===== src/rtl/fwp_pkg.sv =====
package fwp_pkg;
  // fast page classification by page index
  function automatic logic pg_fast(input logic [7:0] pg, input logic pat);
    if (pat) return ~pg[0];
    return (pg < 8'd4) || pg[1];
  endfunction
endpackage


===== src/rtl/fwp_pool.sv =====
module fwp_pool #(
  parameter int DEPTH = 16,
  parameter int BLK_W = 8,
  localparam int AW = $clog2(DEPTH),
  localparam int CW = $clog2(DEPTH + 1)
) (
  input  logic             clk,
  input  logic             rst_n,
  input  logic             push,
  input  logic [BLK_W-1:0] din,
  input  logic             pop,
  output logic [BLK_W-1:0] head,
  output logic [CW-1:0]    cnt
);
  logic [BLK_W-1:0] mem [DEPTH];
  logic [AW-1:0] rd, wr;
  logic do_push, do_pop;

  assign do_push = push && (cnt < CW'(DEPTH));
  assign do_pop  = pop && (cnt != '0);
  assign head    = mem[rd];

  always_ff @(posedge clk) begin
    if (do_push) mem[wr] <= din;
  end

  always_ff @(posedge clk) begin
    if (!rst_n) begin
      rd <= '0; wr <= '0; cnt <= '0;
    end else begin
      if (do_push) wr <= (wr == AW'(DEPTH - 1)) ? '0 : wr + AW'(1);
      if (do_pop)  rd <= (rd == AW'(DEPTH - 1)) ? '0 : rd + AW'(1);
      case ({do_push, do_pop})
        2'b10:   cnt <= cnt + CW'(1);
        2'b01:   cnt <= cnt - CW'(1);
        default: cnt <= cnt;
      endcase
    end
  end


  pool_ovf_chk: assert property (@(posedge clk) disable iff (!rst_n) cnt <= CW'(DEPTH));

  pool_pop_chk: assert property (@(posedge clk) disable iff (!rst_n) pop |-> cnt != '0);
endmodule


===== src/rtl/fwp_wmark.sv =====
module fwp_wmark #(
  parameter int CW   = 5,
  parameter int LOW  = 2,
  parameter int MED  = 4,
  parameter int HIGH = 6
) (
  input  logic          clk,
  input  logic          rst_n,
  input  logic [CW-1:0] cnt,
  output logic          gc_req,
  output logic          bg_clean
);
  logic below_low, below_med, at_med, at_high;
  assign below_low = cnt < CW'(LOW);
  assign below_med = cnt < CW'(MED);
  assign at_med    = !below_med;
  assign at_high   = cnt >= CW'(HIGH);

  always_ff @(posedge clk) begin
    if (!rst_n) begin
      gc_req <= 1'b0; bg_clean <= 1'b0;
    end else begin
      if (below_low)   gc_req <= 1'b1;
      else if (at_med) gc_req <= 1'b0;
      if (below_med)    bg_clean <= 1'b1;
      else if (at_high) bg_clean <= 1'b0;
    end
  end


  gc_set_chk: assert property (@(posedge clk) disable iff (!rst_n) $rose(gc_req) |-> $past(cnt) < CW'(LOW));

  gc_clr_chk: assert property (@(posedge clk) disable iff (!rst_n) $fell(gc_req) |-> $past(cnt) >= CW'(MED));

  bg_clr_chk: assert property (@(posedge clk) disable iff (!rst_n) $fell(bg_clean) |-> $past(cnt) >= CW'(HIGH));
endmodule


===== src/rtl/fwp_pager.sv =====
module fwp_pager
  import fwp_pkg::*;
#(
  parameter int PAGES  = 64,
  parameter int BLK_W  = 8,
  parameter int SKIP_W = 16,
  localparam int PG_W  = $clog2(PAGES)
) (
  input  logic              clk,
  input  logic              rst_n,
  input  logic              pat,
  input  logic              take,
  input  logic              want_fast,
  input  logic [SKIP_W-1:0] budget,
  input  logic [BLK_W-1:0]  pool_head,
  output logic              open,
  output logic [BLK_W-1:0]  pick_blk,
  output logic [PG_W-1:0]   pick_pg,
  output logic [SKIP_W-1:0] skip_total,
  output logic [SKIP_W-1:0] blocks_used
);
  logic [BLK_W-1:0]  cur_blk;
  logic [PG_W-1:0]   wp, fpg;
  logic              fnd, skip_ok;
  logic [SKIP_W-1:0] gap, sk_add;

  // lowest fast page at or above the write point
  always_comb begin
    fnd = 1'b0;
    fpg = wp;
    for (int i = 0; i < PAGES; i++) begin
      if (!fnd && (i >= int'(wp)) && pg_fast(8'(i), pat)) begin
        fnd = 1'b1;
        fpg = PG_W'(i);
      end
    end
  end

  assign gap     = SKIP_W'(fpg) - SKIP_W'(wp);
  assign skip_ok = want_fast && fnd &&
                   (({1'b0, skip_total} + {1'b0, gap}) <= {1'b0, budget});
  assign pick_pg  = !open ? '0 : (skip_ok ? fpg : wp);
  assign pick_blk = open ? cur_blk : pool_head;
  assign sk_add   = (open && skip_ok) ? gap : '0;

  always_ff @(posedge clk) begin
    if (!rst_n) begin
      open <= 1'b0; cur_blk <= '0; wp <= '0;
      skip_total <= '0; blocks_used <= '0;
    end else if (take) begin
      if (!open) begin
        cur_blk     <= pool_head;
        blocks_used <= blocks_used + SKIP_W'(1);
      end
      wp         <= pick_pg + PG_W'(1);
      open       <= pick_pg != PG_W'(PAGES - 1);
      skip_total <= skip_total + sk_add;
    end
  end


  pg_order_chk: assert property (@(posedge clk) disable iff (!rst_n) take && open |-> pick_pg >= wp);

  skip_budget_chk: assert property (@(posedge clk) disable iff (!rst_n)
    take |=> (skip_total == $past(skip_total)) || (skip_total <= $past(budget)));
endmodule


===== src/rtl/fwp_alloc.sv =====
module fwp_alloc #(
  parameter int PAGES      = 64,
  parameter int BLK_W      = 8,
  parameter int POOL_DEPTH = 16,
  parameter int SKIP_W     = 16,
  parameter int WM_LOW     = 2,
  parameter int WM_MED     = 4,
  parameter int WM_HIGH    = 6,
  localparam int PG_W  = $clog2(PAGES),
  localparam int CNT_W = $clog2(POOL_DEPTH + 1)
) (
  input  logic              clk,
  input  logic              rst_n,
  input  logic              pat_sel,
  input  logic              req_valid,
  input  logic              req_hi,
  input  logic              req_gc,
  input  logic              fast_mode,
  input  logic [SKIP_W-1:0] skip_budget,
  output logic              req_ready,
  output logic              resp_valid,
  output logic [BLK_W-1:0]  resp_blk,
  output logic [PG_W-1:0]   resp_page,
  input  logic              pool_push,
  input  logic [BLK_W-1:0]  pool_blk,
  output logic [CNT_W-1:0]  pool_cnt,
  output logic              gc_req,
  output logic              bg_clean,
  output logic [SKIP_W-1:0] skip_total,
  output logic [SKIP_W-1:0] blocks_used
);
  logic             wp_open, take, pop, want_fast;
  logic [BLK_W-1:0] head, pick_blk;
  logic [PG_W-1:0]  pick_pg;

  // garbage-collection writes seek fast pages only in fast mode
  assign want_fast = fast_mode || (req_hi && !req_gc);
  assign req_ready = wp_open || (pool_cnt != '0);
  assign take      = req_valid && req_ready;
  assign pop       = take && !wp_open;

  fwp_pool #(.DEPTH(POOL_DEPTH), .BLK_W(BLK_W)) u_pool (
    .clk(clk), .rst_n(rst_n), .push(pool_push), .din(pool_blk),
    .pop(pop), .head(head), .cnt(pool_cnt));

  fwp_wmark #(.CW(CNT_W), .LOW(WM_LOW), .MED(WM_MED), .HIGH(WM_HIGH)) u_wm (
    .clk(clk), .rst_n(rst_n), .cnt(pool_cnt), .gc_req(gc_req), .bg_clean(bg_clean));

  fwp_pager #(.PAGES(PAGES), .BLK_W(BLK_W), .SKIP_W(SKIP_W)) u_pg (
    .clk(clk), .rst_n(rst_n), .pat(pat_sel), .take(take), .want_fast(want_fast),
    .budget(skip_budget), .pool_head(head), .open(wp_open), .pick_blk(pick_blk),
    .pick_pg(pick_pg), .skip_total(skip_total), .blocks_used(blocks_used));

  always_ff @(posedge clk) begin
    if (!rst_n) begin
      resp_valid <= 1'b0; resp_blk <= '0; resp_page <= '0;
    end else begin
      resp_valid <= take;
      if (take) begin
        resp_blk  <= pick_blk;
        resp_page <= pick_pg;
      end
    end
  end


  stall_chk: assert property (@(posedge clk) disable iff (!rst_n) !req_ready |-> pool_cnt == '0);

  resp_chk: assert property (@(posedge clk) disable iff (!rst_n) take |=> resp_valid);

  resp_one_chk: assert property (@(posedge clk) disable iff (!rst_n) !take |=> !resp_valid);
endmodule


===== config.mk =====
export PLATFORM = sky130hd
export DESIGN_NAME = fwp_alloc
export DESIGN_NICKNAME = d
export VERILOG_FILES = /design/src/rtl/fwp_pkg.sv /design/src/rtl/fwp_pool.sv /design/src/rtl/fwp_wmark.sv /design/src/rtl/fwp_pager.sv /design/src/rtl/fwp_alloc.sv
export SDC_FILE = /design/constraint.sdc
export NUM_CORES = 1
export LEC_CHECK = 0
export CELL_PAD_IN_SITES_DETAIL_PLACEMENT = 1
export CELL_PAD_IN_SITES_GLOBAL_PLACEMENT = 1
export CORE_UTILIZATION = 42
export CTS_CLUSTER_SIZE = 40
export DETAILED_ROUTE_END_ITERATION = 8
export PLACE_DENSITY_LB_ADDON = 0.25
export REMOVE_ABC_BUFFERS = 1
export SLEW_MARGIN = 25
export SYNTH_ARGS = -nofsm -noshare
export SYNTH_HDL_FRONTEND = slang
export SYNTH_SLANG_ARGS = --single-unit

===== constraint.sdc =====
create_clock -name clk -period 20.4 [get_ports clk]
set_clock_uncertainty 0.1 [all_clocks]
set_input_delay 6.12 -clock clk [delete_from_list [all_inputs] [get_ports clk]]
set_output_delay 6.12 -clock clk [all_outputs]
set_load 0.03 [all_outputs]

After elaboration in Yosys (flattened, before gate mapping) --
Memory sizes are Yosys's and may differ from the RTL's. A register that Yosys moved wholly into a read port is not among the register bits. Cells that the tools add are included.
Operators by class: mux-type cells 147, bitwise logic cells 1, eq/ne operators 6, reductions and logical operators 206, add/subtract/negate cells 9, $lt $le $gt $ge 68
Operators by type and width (count):
- $mux 6 | 66
- $ge 6x6->1 const A | 31
- $logic_and 1x1->1 | 134
- $ge 5x6->1 const A | 16
- $mux 1 | 77
- $logic_not 1->1 | 66
- $ge 4x6->1 const A | 8
- $ge 3x6->1 const A | 4
- $add 16x16->17 | 1
- $le 17x16->1 | 1
- $add 16x1->16 const B | 1
- $add 16x16->16 | 1
- $mux 16 | 1
- $ge 1x6->1 const A | 2
- $ge 2x6->1 const A | 2
- $pmux 5 s2 | 1
- $add 4x1->4 const B | 2
- $eq 4x4->1 const B | 2
- $mux 4 | 2
- $sub 6x6->7 | 1
- $add 6x1->6 const B | 1
- $ne 6x6->1 const B | 1
- $add 5x1->5 const B | 1
- $ge 5x3->1 const B | 1
- other kinds (12) | 14
Word-level totals: flip-flop bits (word level) 61, RAM bits 128, memories kept 1, input bits 32
Memory list:
- u_pool.mem | depth 16, bits a word 8, rd ports 1, clocked after memory_dff 1, write ports 1, line fwp_pool.sv:15 | logic [BLK_W-1:0] mem [DEPTH];

Depth between registers and ports, before layout --
depth in word-level cells 262, gate-level depth with buffers 48, gate-level depth less buffers 45

By module --
From an unflattened synthesis, not the netlist that was laid out.
Second synthesis, totals: cell total of the unflattened synthesis 1041, area total of the unflattened synthesis 11622.4 um^2
By module, submodules not included:
- fwp_pool | times used 1, seq. area each 4184.0 um^2, area an instance 5865.6 um^2, cells an instance 295
- fwp_pager | times used 1, seq. area each 940.9 um^2, area an instance 5032.3 um^2, cells an instance 668
- fwp_alloc | times used 1, seq. area each 300.3 um^2, area an instance 648.1 um^2, cells an instance 71
- fwp_wmark | times used 1, seq. area each 40.0 um^2, area an instance 76.3 um^2, cells an instance 7

Worst setup path after synthesis --
No wires, ideal clock.
path type input port to flip-flop, start point input port pat_sel, end point register u_pg.skip_total[15], data arrival time 14.322 ns, required time 20.230 ns, path buffers 3, setup time 0.070 ns, stages on the path 42, slack 5.908 ns, path through buf_2 > buf_2 > o21ai_0 > a22oi_1 > nor2_1 > a2111oi_0 > a21oi_1 > fa_1 > a21oi_1 > nor2_1 > nor2_1 > o21bai_1 > a21oi_1 > ha_1 > o21a_1 > o2111ai_1 > o21bai_1 > a21o_1 > (+6 left out) > or4_4 > nor3b_1 > a211o_1 > buf_6 > nor2_4 > nand3_1 > inv_1 > ha_1 > a21o_1 > a21o_1 > a211oi_1 > o31ai_1 > o221a_2 > a41o_1 > o41ai_1 > xor2_1 > or3_1 > a21oi_1
On the way: word-level cells in the longest chain between the ends 262, elaborated cells on any way between the ends 330, those cells by class 3 x add/sub; 1 x order compare; 134 x mux; 192 x reduce/logical
Ends and longest elaborated chain:
- from (decl) | line fwp_alloc.sv:14 | input logic pat_sel,
- $mux 1 (*) | line fwp_pkg.sv:4 | if (pat) return ~pg[0];
- $mux 1 | line fwp_pkg.sv:5 | return (pg < 8'd4) || pg[1];
- $logic_and 1x1->1 | line fwp_pager.sv:32 | if (!fnd && (i >= int'(wp)) && pg_fast(8'(i), pat)) begin
- $mux 1 | line fwp_pager.sv:32
- $logic_not 1->1 | line fwp_pager.sv:32
- $logic_and 1x1->1 (2 in series) | line fwp_pager.sv:32
- $mux 1 | line fwp_pager.sv:32
- $logic_not 1->1 | line fwp_pager.sv:32
- (+245 left out)
- $mux 6 | line fwp_pager.sv:32
- $sub 6x6->7 | line fwp_pager.sv:39 | assign gap = SKIP_W'(fpg) - SKIP_W'(wp);
- $add 16x16->17 | line fwp_pager.sv:41 | (({1'b0, skip_total} + {1'b0, gap}) <= {1'b0, budget});
- $le 17x16->1 | line fwp_pager.sv:41
- $logic_and 1x1->1 | line fwp_pager.sv:40 | assign skip_ok = want_fast && fnd &&
- $logic_and 1x1->1 | line fwp_pager.sv:44 | assign sk_add = (open && skip_ok) ? gap : '0;
- $mux 16 (*) | line fwp_pager.sv:44
- $add 16x16->16 (*) | line fwp_pager.sv:57 | skip_total <= skip_total + sk_add;
- to (signal assigned) | line fwp_pager.sv:57
- to (decl) | line fwp_pager.sv:19 | output logic [SKIP_W-1:0] skip_total,
Mark *: on every way between the ends. The rest lies on a longest branch, timed or not. A chain may end at the register's enable or synchronous reset.

Worst setup path after layout --
Ends and elaborated chain as after synthesis.

==> summary.md <==
| Metric | Value |
|---|---|
| Status | finished, final reports clean |
| Hold buffer count at cts | 0 |
| Type of the setup path with the least slack | input port to register |
| TritonCTS clock tree | yes |
| Leading post-synthesis cells by instance count | sky130_fd_sc_hd__edfxtp_1, sky130_fd_sc_hd__nand2_1, sky130_fd_sc_hd__nor2_1 |
| Post-CTS Resized | 0 |
| Final antenna-violating net count | 0 |
| Layout net count | ~1200 |
| DRT iter0 DRCs | about 470 |
| Max Fanout on Critical Path | 21 |
| Data arrival time of the critical path | roughly 16000 ps |
| Number of placement rows | between 50 and 60 |
| Slowest stage delay, CP | a little under 800 ps |
| Type of element capturing the critical path | register |
| Yosys warnings | 0 |
| Antenna violations before repair | 0 |
| Worst min path class | register to register |
| Count of unresolved DRC violations after routing | 0 |
| Area delta synth->final | 15.7% |
| Predominant post-synthesis flop cell | sky130_fd_sc_hd__edfxtp_1 |
| Fraction of layout instances using a drive strength above 1 | between 9 and 10% |
| Unique cell type count in the Yosys netlist | approximately 80 |
| Maximum vdd ir drop | approximately 0.093 mV |
| Final sum of negative setup slack | 0 ps |
| Tightest slew margin relative to the limit | around two fifths |
| Crit start category | input port |
| Worst-margin pin slew | around 900 ps |
| Antenna cell count | 0 |
| Number of buffers added by the clock tree synthesis step | 17 |
| Die extent in x | 162 um |
| Maximum clock rate | approximately 63 MHz |
| Total I/O pin count | between 80 and 90 |
| Power density relative to cell area | between 100 and 150 nW/um2 |
| Minimum hold slack | between 300 and 400 ps |
| Via count of the first global-routing pass | 7948 |
| Setup repair after global routing missed its margin | false |
| Largest net degree at the start of global routing | between 60 and 70 |
| Number of hold violations in the final report | 0 |
| Top cell type's share of synthesized area | 35.6% |
| Max Root-Sink Buffers | 2 |
| Total Wirelength | 26600 um |
| HPWL reported at the end of detailed placement | between 15000 and 20000 um |
| Standby leakage power | roughly 0.0045 uW |
| Overall die height | around 160 um |
| Count of port buffers added during placement | 86 |
| Global placer's final weighted congestion | slightly below 1 |
| Library cell with the highest instance count after synthesis | sky130_fd_sc_hd__edfxtp_1 |
| Data required time of the worst path | 20660 ps |
| Total core area | between 20000 and 30000 um2 |
| Mean cell area of the mapped netlist | ~11 um2 |
| Slowest stage cell on the critical path | sky130_fd_sc_hd__clkdlybuf4s50_1 |
| Proportion of register bits with asynchronous set or reset after synthesis | 0% |
| Pre-CTS setup slack | 3790 ps |
| Cells taking the most area after synthesis | sky130_fd_sc_hd__edfxtp_1, sky130_fd_sc_hd__dfxtp_1, sky130_fd_sc_hd__mux4_2 |
| Number of vias per cell after detailed routing | roughly 5.6 |
| Synthesized instance count | 990 |
| Most area-hungry cell type in the Yosys netlist | sky130_fd_sc_hd__edfxtp_1 |
| Effective utilization at floorplan | between 40 and 50% |
| Top cell by count, worst path | sky130_fd_sc_hd__a21oi_1 |
| Total congestion overflow after global routing | 0 |
| # H-tree levels | 4 |
| Via count of the routed design | roughly 8000 |
| Global-route wire length before repair | between 40000 and 50000 um |
| DIE AREA | roughly 26000 um2 |
| Clock Sink Count | between 150 and 200 |
| Max-slew violation total from the final report | 0 |
| Total Routing Usage GR | 20.6% |
| Number of flops mapped to enable cells by yosys | approximately 130 |
| Final cycle utilization of the critical path | a little under 80% |
| Clock Tree Root | sky130_fd_sc_hd__clkbuf_16 |
| Flop and latch count out of synthesis | 197 |
| Detail-routed net length per standard cell | roughly 19 um |
| Smallest setup slack after layout | 4420 ps |
| Number of max-cap violations | 0 |
| Detailed Routing Iterations Pass 1 | 5 |
| Slack of the worst reg-to-reg path | around 10000 ps |
| Clock-pin slew on the worst setup and hold paths | ~70 ps |
| Setup Fix Bufs, Post-CTS | 0 |
| Time the worst path needs with I/O delays and setup | 15980 ps |
| Post-synth design cell area | around 11000 um2 |
| Setup violation total in the final timing report | 0 |
| Part of the Yosys area used for sequential elements | between 40% and 50% |
| Insertion delay of the later-clocked pin in the worst-skew pair | roughly 430 ps |
-- area by class of cell --
cell class                      instances  area (um2)
Inverter                               48         183
Clock inverter                         14         100
Fill cell                            2694       12700
Multi-Input combinational cell        695        5180
Timing Repair Buffer                   98         951
Clock buffer                           18         429
Sequential cell                       197        5230
Tap cell                              330         413
-- per-stage QoR --
| stage | cell area (um2) | total power, uW | cells | util, % |
|---|---|---|---|---|
| after global routing | 12500 | 2010 | 1400 | 49.6 |
| after global placement | 11900 | 1550 | 1368 | 47.4 |
| final | 12500 | 1870 | 1400 | 49.6 |
| after detailed placement | 11900 | 1570 | 1368 | 47.4 |
| after floorplan | 10600 | 1270 | 940 | - |
| after CTS | 12500 | 1880 | 1400 | 49.5 |
-- layout by cell type (no fill, tap or decap), types with 8 or more instances in the layout --
cell	netlist	routed
sky130_fd_sc_hd__clkbuf_16	0	17
sky130_fd_sc_hd__buf_4	0	12
sky130_fd_sc_hd__a21o_1	9	9
sky130_fd_sc_hd__clkdlybuf4s50_1	0	86
sky130_fd_sc_hd__and3_1	12	12
sky130_fd_sc_hd__dfxtp_1	69	68
sky130_fd_sc_hd__nand2b_1	8	8
sky130_fd_sc_hd__xor2_1	26	26
sky130_fd_sc_hd__xnor2_1	26	26
sky130_fd_sc_hd__nand3_1	24	24
sky130_fd_sc_hd__nor2_1	92	92
sky130_fd_sc_hd__nor2b_1	11	11
sky130_fd_sc_hd__mux4_2	40	40
sky130_fd_sc_hd__edfxtp_1	128	128
sky130_fd_sc_hd__nor3_1	13	13
sky130_fd_sc_hd__o21ai_0	34	34
sky130_fd_sc_hd__a211oi_1	15	15
sky130_fd_sc_hd__a21oi_1	77	76
sky130_fd_sc_hd__or3_1	11	11
sky130_fd_sc_hd__ha_1	64	64
sky130_fd_sc_hd__inv_1	43	43
sky130_fd_sc_hd__nand2_1	110	110
-- layer usage --
metal,vias to the layer above,wire (um),GRT usage [%]
met3,32,948,2.30
met1,3882,12000,26.9
li1,3777,-,-
met5,-,0,0
met2,164,13200,35.4
met4,0,518,7.33
-- sequential cells by signal, summed over array words and instances, names as in the netlist --
| name | flops |
|---|---|
| u_wm.bg_clean | 1 |
| u_pg.skip_total | 16 |
| u_wm.gc_req | 1 |
| u_pg.open | 1 |
| u_pool.wr | 4 |
| u_pool.cnt | 5 |
| u_pool.rd | 4 |
| resp_valid | 1 |
| u_pg.blocks_used | 16 |
| u_pg.wp | 6 |
| u_pg.cur_blk | 8 |
| u_pool.mem | 128 |
| resp_page | 6 |
-- critical path: cells and delay by family --
family	cells	cell delay (ps)
AO/OA/AOI/OAI	20	4810
XOR/XNOR	3	380
adder cells (fa/ha/maj)	4	1140
buffers and inverters	2	880
AND/OR/NAND/NOR	9	2890
-- power by group --
| group | internal, uW | switching, uW | total (uW) |
|---|---|---|---|
| clock network | 157 | 151 | 308 |
| logic | 442 | 610 | 1050 |
| registers | 460 | 49.7 | 510 |
| total | 1060 | 811 | 1870 |
-- final timing paths --
path                         from                   to  cells after the start
hold reg to reg   u_pg.cur_blk[1]      u_pg.cur_blk[1]                      2
setup / recovery          pat_sel  u_pg.skip_total[15]                     38
hold / removal    u_pg.cur_blk[1]      u_pg.cur_blk[1]                      2
setup reg to reg       u_pg.wp[1]  u_pg.skip_total[15]                     39
-- logic make-up after synthesis --
| group | after synthesis | synth area share (%) |
|---|---|---|
| AND/OR/NAND/NOR | 320 | 13.9 |
| buffers and inverters | 98 | 3.63 |
| multiplexers | 46 | 8.99 |
| adder cells (fa/ha/maj) | 68 | 8.16 |
| XOR/XNOR | 52 | 4.22 |
| AO/OA/AOI/OAI | 209 | 12.7 |
| flip-flops | 197 | 48.4 |
(Power assumes the default switching activity.)
